`config.mk`:
```
export PLATFORM = sky130hd
export DESIGN_NAME = spim_core
export DESIGN_NICKNAME = d
export VERILOG_FILES = /design/src/rtl/spim_pkg.sv /design/src/rtl/spim_baud.sv /design/src/rtl/spim_rxfifo.sv /design/src/rtl/spim_shifter.sv /design/src/rtl/spim_core.sv
export SDC_FILE = /design/constraint.sdc
export NUM_CORES = 1
export LEC_CHECK = 0
export ABC_AREA = 1
export CAP_MARGIN = 20
export CORE_MARGIN = 2
export CORE_UTILIZATION = 40
export CTS_CLUSTER_DIAMETER = 100
export DETAILED_ROUTE_END_ITERATION = 8
export DONT_BUFFER_PORTS = 1
export GPL_ROUTABILITY_DRIVEN = 0
export SYNTH_ARGS = -nofsm -noshare
export SYNTH_HDL_FRONTEND = slang
export SYNTH_SLANG_ARGS = --single-unit
```
`constraint.sdc`:
```
create_clock -name clk -period 4.9 [get_ports clk]
set_input_delay 0.735 -clock clk [delete_from_list [all_inputs] [get_ports clk]]
set_output_delay 0.735 -clock clk [all_outputs]
set_load 0.02 [all_outputs]
```
`src/rtl/spim_pkg.sv`:
```
package spim_pkg;

   localparam int CHAR_W = 9;
   localparam int BIT_IW = $clog2(CHAR_W);

   typedef logic [CHAR_W-1:0] char_t;
   typedef logic [BIT_IW-1:0] bitidx_t;

   typedef enum logic [1:0] {
      ST_IDLE  = 2'd0,
      ST_SHIFT = 2'd1,
      ST_TAIL  = 2'd2
   } phase_e;

   // index of the k-th bit on the wire inside a character
   function automatic bitidx_t wire_pos(input bitidx_t k, input logic lsb, input logic nine);
      bitidx_t top;
      top = nine ? bitidx_t'(CHAR_W - 1) : bitidx_t'(CHAR_W - 2);
      wire_pos = lsb ? k : bitidx_t'(top - k);
   endfunction

endpackage

```
`src/rtl/spim_baud.sv`:
```
module spim_baud #(
   parameter int BAUD_W = 8
) (
   input  logic              clk,
   input  logic              rst_n,
   input  logic              run,
   input  logic              restart,
   input  logic [BAUD_W-1:0] baud,
   output logic              tick
);

   logic [BAUD_W-1:0] cnt_q;

   assign tick = run && (cnt_q == baud);

   always_ff @(posedge clk or negedge rst_n) begin
      if (!rst_n) begin
         cnt_q <= '0;
      end else if (!run || tick || restart) begin
         cnt_q <= '0;
      end else begin
         cnt_q <= cnt_q + 1'b1;
      end
   end

endmodule

```
`src/rtl/spim_rxfifo.sv`:
```
module spim_rxfifo
   import spim_pkg::*;
#(
   parameter int DEPTH = 4
) (
   input  logic  clk,
   input  logic  rst_n,
   input  logic  push,
   input  char_t push_data,
   input  logic  pop,
   output char_t head,
   output logic  avail,
   output logic  drop
);

   localparam int AW = (DEPTH > 1) ? $clog2(DEPTH) : 1;
   localparam int CW = AW + 1;

   char_t          mem_q [DEPTH];
   logic [AW-1:0]  wptr_q;
   logic [AW-1:0]  rptr_q;
   logic [CW-1:0]  cnt_q;
   logic           full;
   logic           do_pop;
   logic           do_push;

   assign full    = (cnt_q == CW'(DEPTH));
   assign avail   = (cnt_q != '0);
   assign do_pop  = pop && avail;
   assign do_push = push && (!full || do_pop);
   assign drop    = push && full && !do_pop;
   assign head    = mem_q[rptr_q];

   generate
      if ((1 << AW) == DEPTH) begin : g_pow2
         always_ff @(posedge clk or negedge rst_n) begin
            if (!rst_n) begin
               wptr_q <= '0;
               rptr_q <= '0;
            end else begin
               if (do_push) wptr_q <= wptr_q + 1'b1;
               if (do_pop)  rptr_q <= rptr_q + 1'b1;
            end
         end
      end else begin : g_wrap
         always_ff @(posedge clk or negedge rst_n) begin
            if (!rst_n) begin
               wptr_q <= '0;
               rptr_q <= '0;
            end else begin
               if (do_push) wptr_q <= (wptr_q == AW'(DEPTH - 1)) ? '0 : wptr_q + 1'b1;
               if (do_pop)  rptr_q <= (rptr_q == AW'(DEPTH - 1)) ? '0 : rptr_q + 1'b1;
            end
         end
      end
   endgenerate

   always_ff @(posedge clk or negedge rst_n) begin
      if (!rst_n) begin
         cnt_q <= '0;
      end else if (do_push && !do_pop) begin
         cnt_q <= cnt_q + 1'b1;
      end else if (do_pop && !do_push) begin
         cnt_q <= cnt_q - 1'b1;
      end
   end

   always_ff @(posedge clk or negedge rst_n) begin
      if (!rst_n) begin
         for (int e = 0; e < DEPTH; e++) mem_q[e] <= '0;
      end else if (do_push) begin
         mem_q[wptr_q] <= push_data;
      end
   end

endmodule

```
`src/rtl/spim_shifter.sv`:
```
module spim_shifter
   import spim_pkg::*;
(
   input  logic  clk,
   input  logic  rst_n,
   input  logic  cpol,
   input  logic  cpha,
   input  logic  lsb_first,
   input  logic  nine_bit,
   input  logic  tick,
   input  logic  hold_full,
   input  char_t hold_data,
   input  logic  miso,
   output logic  load,
   output logic  run,
   output logic  char_done,
   output char_t rx_char,
   output logic  sck,
   output logic  mosi,
   output logic  active
);

   phase_e  st_q;
   bitidx_t k_q;
   logic    half_q;
   char_t   txd_q;
   char_t   rxd_q;
   char_t   rx_q;
   char_t   rx_next;
   logic    mosi_q;
   logic    done_q;
   bitidx_t last_k;
   bitidx_t pos_k;
   bitidx_t pos_k1;
   logic    lead_edge;
   logic    trail_edge;
   logic    char_end;

   assign last_k     = nine_bit ? bitidx_t'(CHAR_W - 1) : bitidx_t'(CHAR_W - 2);
   assign pos_k      = wire_pos(k_q, lsb_first, nine_bit);
   assign pos_k1     = wire_pos(bitidx_t'(k_q + 1'b1), lsb_first, nine_bit);
   assign lead_edge  = (st_q == ST_SHIFT) && tick && !half_q;
   assign trail_edge = (st_q == ST_SHIFT) && tick && half_q;
   assign char_end   = trail_edge && (k_q == last_k);
   assign load       = hold_full && ((st_q == ST_IDLE) || (st_q == ST_TAIL) || char_end);
   assign run        = (st_q != ST_IDLE);
   assign active     = (st_q != ST_IDLE);
   assign sck        = cpol ^ half_q;
   assign mosi       = mosi_q;
   assign char_done  = done_q;
   assign rx_char    = rx_q;

   // received character including a bit sampled on the final trailing edge
   always_comb begin
      rx_next = rxd_q;
      if (cpha) rx_next[pos_k] = miso;
   end

   always_ff @(posedge clk or negedge rst_n) begin
      if (!rst_n) begin
         st_q   <= ST_IDLE;
         k_q    <= '0;
         half_q <= 1'b0;
         txd_q  <= '0;
         rxd_q  <= '0;
         mosi_q <= 1'b0;
      end else if (load) begin
         st_q   <= ST_SHIFT;
         k_q    <= '0;
         half_q <= 1'b0;
         txd_q  <= hold_data;
         rxd_q  <= '0;
         if (!cpha) mosi_q <= hold_data[wire_pos('0, lsb_first, nine_bit)];
      end else begin
         case (st_q)
            ST_SHIFT: begin
               if (lead_edge) begin
                  half_q <= 1'b1;
                  if (cpha) mosi_q <= txd_q[pos_k];
                  else      rxd_q[pos_k] <= miso;
               end else if (trail_edge) begin
                  half_q <= 1'b0;
                  if (cpha) rxd_q[pos_k] <= miso;
                  if (k_q == last_k) begin
                     st_q <= ST_TAIL;
                  end else begin
                     k_q <= k_q + 1'b1;
                     if (!cpha) mosi_q <= txd_q[pos_k1];
                  end
               end
            end
            ST_TAIL: begin
               if (tick) st_q <= ST_IDLE;
            end
            default: st_q <= ST_IDLE;
         endcase
      end
   end

   always_ff @(posedge clk or negedge rst_n) begin
      if (!rst_n) begin
         done_q <= 1'b0;
         rx_q   <= '0;
      end else begin
         done_q <= char_end;
         if (char_end) rx_q <= rx_next;
      end
   end

endmodule

```
`src/rtl/spim_core.sv`:
```
module spim_core
   import spim_pkg::*;
#(
   parameter int BAUD_W   = 8,
   parameter int RX_DEPTH = 4
) (
   input  logic              clk,
   input  logic              rst_n,
   input  logic              cfg_cpol,
   input  logic              cfg_cpha,
   input  logic              cfg_lsb_first,
   input  logic              cfg_nine_bit,
   input  logic              cfg_rx_en,
   input  logic              cfg_hw_ss_en,
   input  logic [BAUD_W-1:0] cfg_baud,
   input  logic              wr_valid,
   input  logic [8:0]        wr_data,
   output logic              tx_empty_o,
   input  logic              rd_en,
   output logic [8:0]        rd_data,
   output logic              rx_avail_o,
   output logic              ovf_o,
   input  logic              ovf_clr,
   output logic              irq_o,
   output logic              dma_tx_req_o,
   output logic              dma_rx_req_o,
   output logic              sck,
   output logic              mosi,
   input  logic              miso,
   output logic              ss_n
);

   generate
      if (!(RX_DEPTH == 2 || RX_DEPTH == 4)) begin : g_bad_depth
         $error("spim_core: RX_DEPTH must be 2 or 4");
      end
      if (BAUD_W < 1 || BAUD_W > 16) begin : g_bad_baud
         $error("spim_core: BAUD_W out of range");
      end
   endgenerate

   char_t hold_q;
   logic  hold_full_q;
   logic  accept;
   logic  load;
   logic  run;
   logic  tick;
   logic  char_done;
   char_t rx_char;
   logic  active;
   logic  fifo_drop;
   logic  ovf_q;
   char_t push_data;

   assign accept = wr_valid && !hold_full_q;

   always_ff @(posedge clk or negedge rst_n) begin
      if (!rst_n) begin
         hold_full_q <= 1'b0;
         hold_q      <= '0;
      end else if (accept) begin
         hold_full_q <= 1'b1;
         hold_q      <= wr_data;
      end else if (load) begin
         hold_full_q <= 1'b0;
      end
   end

   spim_baud #(.BAUD_W(BAUD_W)) u_baud (
      .clk     (clk),
      .rst_n   (rst_n),
      .run     (run),
      .restart (load),
      .baud    (cfg_baud),
      .tick    (tick)
   );

   spim_shifter u_shift (
      .clk       (clk),
      .rst_n     (rst_n),
      .cpol      (cfg_cpol),
      .cpha      (cfg_cpha),
      .lsb_first (cfg_lsb_first),
      .nine_bit  (cfg_nine_bit),
      .tick      (tick),
      .hold_full (hold_full_q),
      .hold_data (hold_q),
      .miso      (miso),
      .load      (load),
      .run       (run),
      .char_done (char_done),
      .rx_char   (rx_char),
      .sck       (sck),
      .mosi      (mosi),
      .active    (active)
   );

   assign push_data = cfg_nine_bit ? rx_char : {1'b0, rx_char[CHAR_W-2:0]};

   spim_rxfifo #(.DEPTH(RX_DEPTH)) u_rxq (
      .clk       (clk),
      .rst_n     (rst_n),
      .push      (char_done && cfg_rx_en),
      .push_data (push_data),
      .pop       (rd_en),
      .head      (rd_data),
      .avail     (rx_avail_o),
      .drop      (fifo_drop)
   );

   always_ff @(posedge clk or negedge rst_n) begin
      if (!rst_n) ovf_q <= 1'b0;
      else        ovf_q <= (ovf_q && !ovf_clr) || fifo_drop;
   end

   assign ovf_o        = ovf_q;
   assign tx_empty_o   = !hold_full_q;
   assign ss_n         = !(cfg_hw_ss_en && active);
   assign dma_tx_req_o = !hold_full_q;
   assign dma_rx_req_o = rx_avail_o;
   assign irq_o        = !hold_full_q || rx_avail_o || ovf_q;

endmodule

```
==> flow_metrics.env <==
export IMPL_layout_commonest_cell="nand2_1"
export IMPL_synth_nets=726
export IMPL_die_area_um2=14700
export IMPL_syn_to_final_growth_pct=7.60
export IMPL_p_switching_w=0.00109
export IMPL_vias=4423
export IMPL_cp_data_required_time_ps=4160
export IMPL_mostFrequentLayoutCells="nand2_1 (162), dfrtp_1 (98), nor2_1 (71)"
export IMPL_clk_latency_ps=350
export IMPL_cap_violations=0
export IMPL_layout_nets=719
export IMPL_grt_use_total=0.177
export IMPL_die_w_um=121
export IMPL_cts_max_level=3
export IMPL_clock_fmax_ghz=0.324
export IMPL_dp_hpwl_um=8510
export IMPL_clkTransAtPathRegs_ps=70
export IMPL_hold_violations=0
export IMPL_grt_pass1_wl_um=20700
export IMPL_drtAntennaViolNets=0
export IMPL_pwr_density_cell_nw_per_um2=464
export IMPL_crit_chain="clkinv_1 -> o21ai_0 -> o22ai_1"
export IMPL_clockPowerShare=0.262
export IMPL_yosys_area_top_type="dfrtp_1"
export IMPL_start_util=0.413
export IMPL_finalCritPeriodShare=0.630
export IMPL_wl_per_cell_um=14.1
export IMPL_clockBufferDepth=2
export IMPL_sw_frac_of_total=0.395
export IMPL_setup_tns_ps=0
export IMPL_synthCells=681
export IMPL_antenna_found_initial=0
export IMPL_min_period_ps=3090
export IMPL_cts_sinks=98
export IMPL_cpLargestDelayFamily="flip-flops"
export IMPL_num_io_pins=47
export IMPL_syn_area_per_cell_um2=8.10
export IMPL_num_antenna_cells=0
export IMPL_grtUsageMet3=0.0409
export IMPL_cp_start_kind="flip-flop"
export IMPL_critPathBufInv=1
export IMPL_pwr_share_seq=0.403
export IMPL_combPwrFrac=0.335
export IMPL_crit_fanout=20
export IMPL_wl_um=12000
export IMPL_synth_top_area_frac=0.445
export IMPL_drive_above_1_share=0.113
export IMPL_worstSetupEndpointType="output port"
export IMPL_grt_max_degree=99
export IMPL_outcome="finished, final reports clean"
export IMPL_clockRootBuffer="clkbuf_16"
export IMPL_globalRouteOverflowTotal=0
export IMPL_postCtsSetupBuffers=0
export IMPL_ys_seq_area_frac=0.445
export IMPL_relSlewSlack=0.389
export IMPL_rows=42
export IMPL_p_leak_nw=2.89
export IMPL_cts_tree="built"
export IMPL_holdCritPathClass="input port to async pin"
export IMPL_gr_usage_met2=0.292
export IMPL_tightest_slew_ps=916
export IMPL_synth_area_top_cells="dfrtp_1 (44%), nand2_1 (11%), mux2_2 (7.1%), o21ai_0 (4.9%), nor2_1 (4.8%)"
export IMPL_port_buffers=0
export IMPL_cpPeakStageDelay_ps=750
export IMPL_yosysUniqueCellTypes=35
export IMPL_post_synth_instance_area_um2=5520
export IMPL_viasPerCell=5.17
export IMPL_slew_viol_final=0
export IMPL_skew_ps=11.4
export IMPL_rsz0062_at_grt="false"
export IMPL_top_usage_layer="met2"
export IMPL_crit_type="flip-flop to output port"
export IMPL_ctsResizeCount=0
export IMPL_setup_violations=0
export IMPL_p_int_w=0.00167
export IMPL_crit_arrival_ps=2350
export IMPL_met1_usage=0.226
export IMPL_ir_drop_uv=192
export IMPL_yosysWarnings=0
export IMPL_postLayoutCoreUtil=0.445
export IMPL_cts_hold_buf=0
export IMPL_core_um2=13300
export IMPL_critPathSlowestCell="dfrtp_1"
export IMPL_yosys_register_bits=98
export IMPL_dr_pass1_iters=5
export IMPL_fill_cells=1320
export IMPL_drcViolationCount=0
export IMPL_cts_inserted_buffers=9
export IMPL_die_h_um=121
export IMPL_drt_initial_drc_count=291
export IMPL_grt_pass1_vias=4447
metrics by stage:
| stage | worst slack [ps] | total power (W) | std cells | hold WS (ps) | area (um2) |
|---|---|---|---|---|---|
| final | 1810 | 0.00276 | 855 | 81.4 | 5940 |
| after floorplan | 2340 | 0.00187 | 681 | 439 | 5520 |
| after CTS | 1780 | 0.00278 | 855 | 66.0 | 5940 |
| after global routing | 1640 | 0.00296 | 855 | 61.0 | 5940 |
| after detailed placement | 1610 | 0.00205 | 839 | 444 | 5630 |
| after global placement | 1720 | 0.00202 | 839 | 444 | 5630 |
worst paths after layout:
check	to	slack, ps	from	cells after the start
max	rd_data[3]	1810	u_rxq.rptr_q[0]	3
min	u_rxq.cnt_q[1]	80	rst_n	0
max reg2reg	u_shift.rxd_q[1]	2010	u_shift.k_q[0]	13
min reg2reg	u_rxq.mem_q[26]	480	u_rxq.mem_q[26]	1
max in group asynchronous	u_shift.txd_q[3]	4660	rst_n	0
min in group clk	ovf_o	480	ovf_clr	1
power groups by stage:
stage	Sequential [W]	Clock (W)	Combinational [W]
floorplan	0.00106	0	0.000815
CTS	0.00111	0.000743	0.000929
finish	0.00111	0.000722	0.000925
global placement	0.00112	0	0.000894
global route	0.00113	0.000776	0.00105
detailed placement	0.00112	0	0.000927
cell usage after synthesis, drive strengths merged:
library cell and instances:
o21a 5, nand3 51, ha 13, nor3b 3
nand2 170, inv 76, nor3 4, dfrtp 98
xnor2 3, a21oi 25, nor4 1, fa 3
mux2 35, xor2 10, clkbuf 8, nand4 12
clkinv 2, or2 3, buf 10, o22ai 10
o211ai 1, nand3b 3, nor2 79, o21ai 56
routing by layer:
metal,part of all wire,vias up
met2,0.47,115
li1,-,2206
met4,0.018,0
met3,0.045,15
met5,0,-
met1,0.46,2087
area by class of cell:
class                      instances  area (um2)  area share
sequential                        98        2450       0.413
inverter                          78         293      0.0493
multi-input combinational        487        2670       0.450
tap                              176         220      0.0371
clock buffer                      10         229      0.0386
clock inverter                     6        72.6      0.0122
registers in the layout, indices dropped and copies added (netlist names):
name               count
hold_full_q            1
hold_q                 9
ovf_o                  1
u_baud.cnt_q           8
u_rxq.cnt_q            3
u_rxq.mem_q           36
u_rxq.rptr_q           2
u_rxq.wptr_q           2
u_shift.char_done      1
u_shift.half_q         1
u_shift.k_q            4
u_shift.mosi           1
u_shift.rx_char        9
u_shift.rxd_q          9
u_shift.st_q           2
u_shift.txd_q          9
cell families (layout without fill, tap and decap cells):
group                      Yosys count  count (layout)  share of synthesized area
xor gates and xnor gates            13              13                     0.0206
AOI/OAI and AO/OA                   97              97                     0.0930
DFF                                 98              98                      0.445
muxes                               35              35                     0.0714
buffers and inverters               96              94                     0.0717
adders and majority gates           16              16                     0.0404
and+or+nand+nor                    326             326                      0.258
Power figures use the tool's default switching activity.
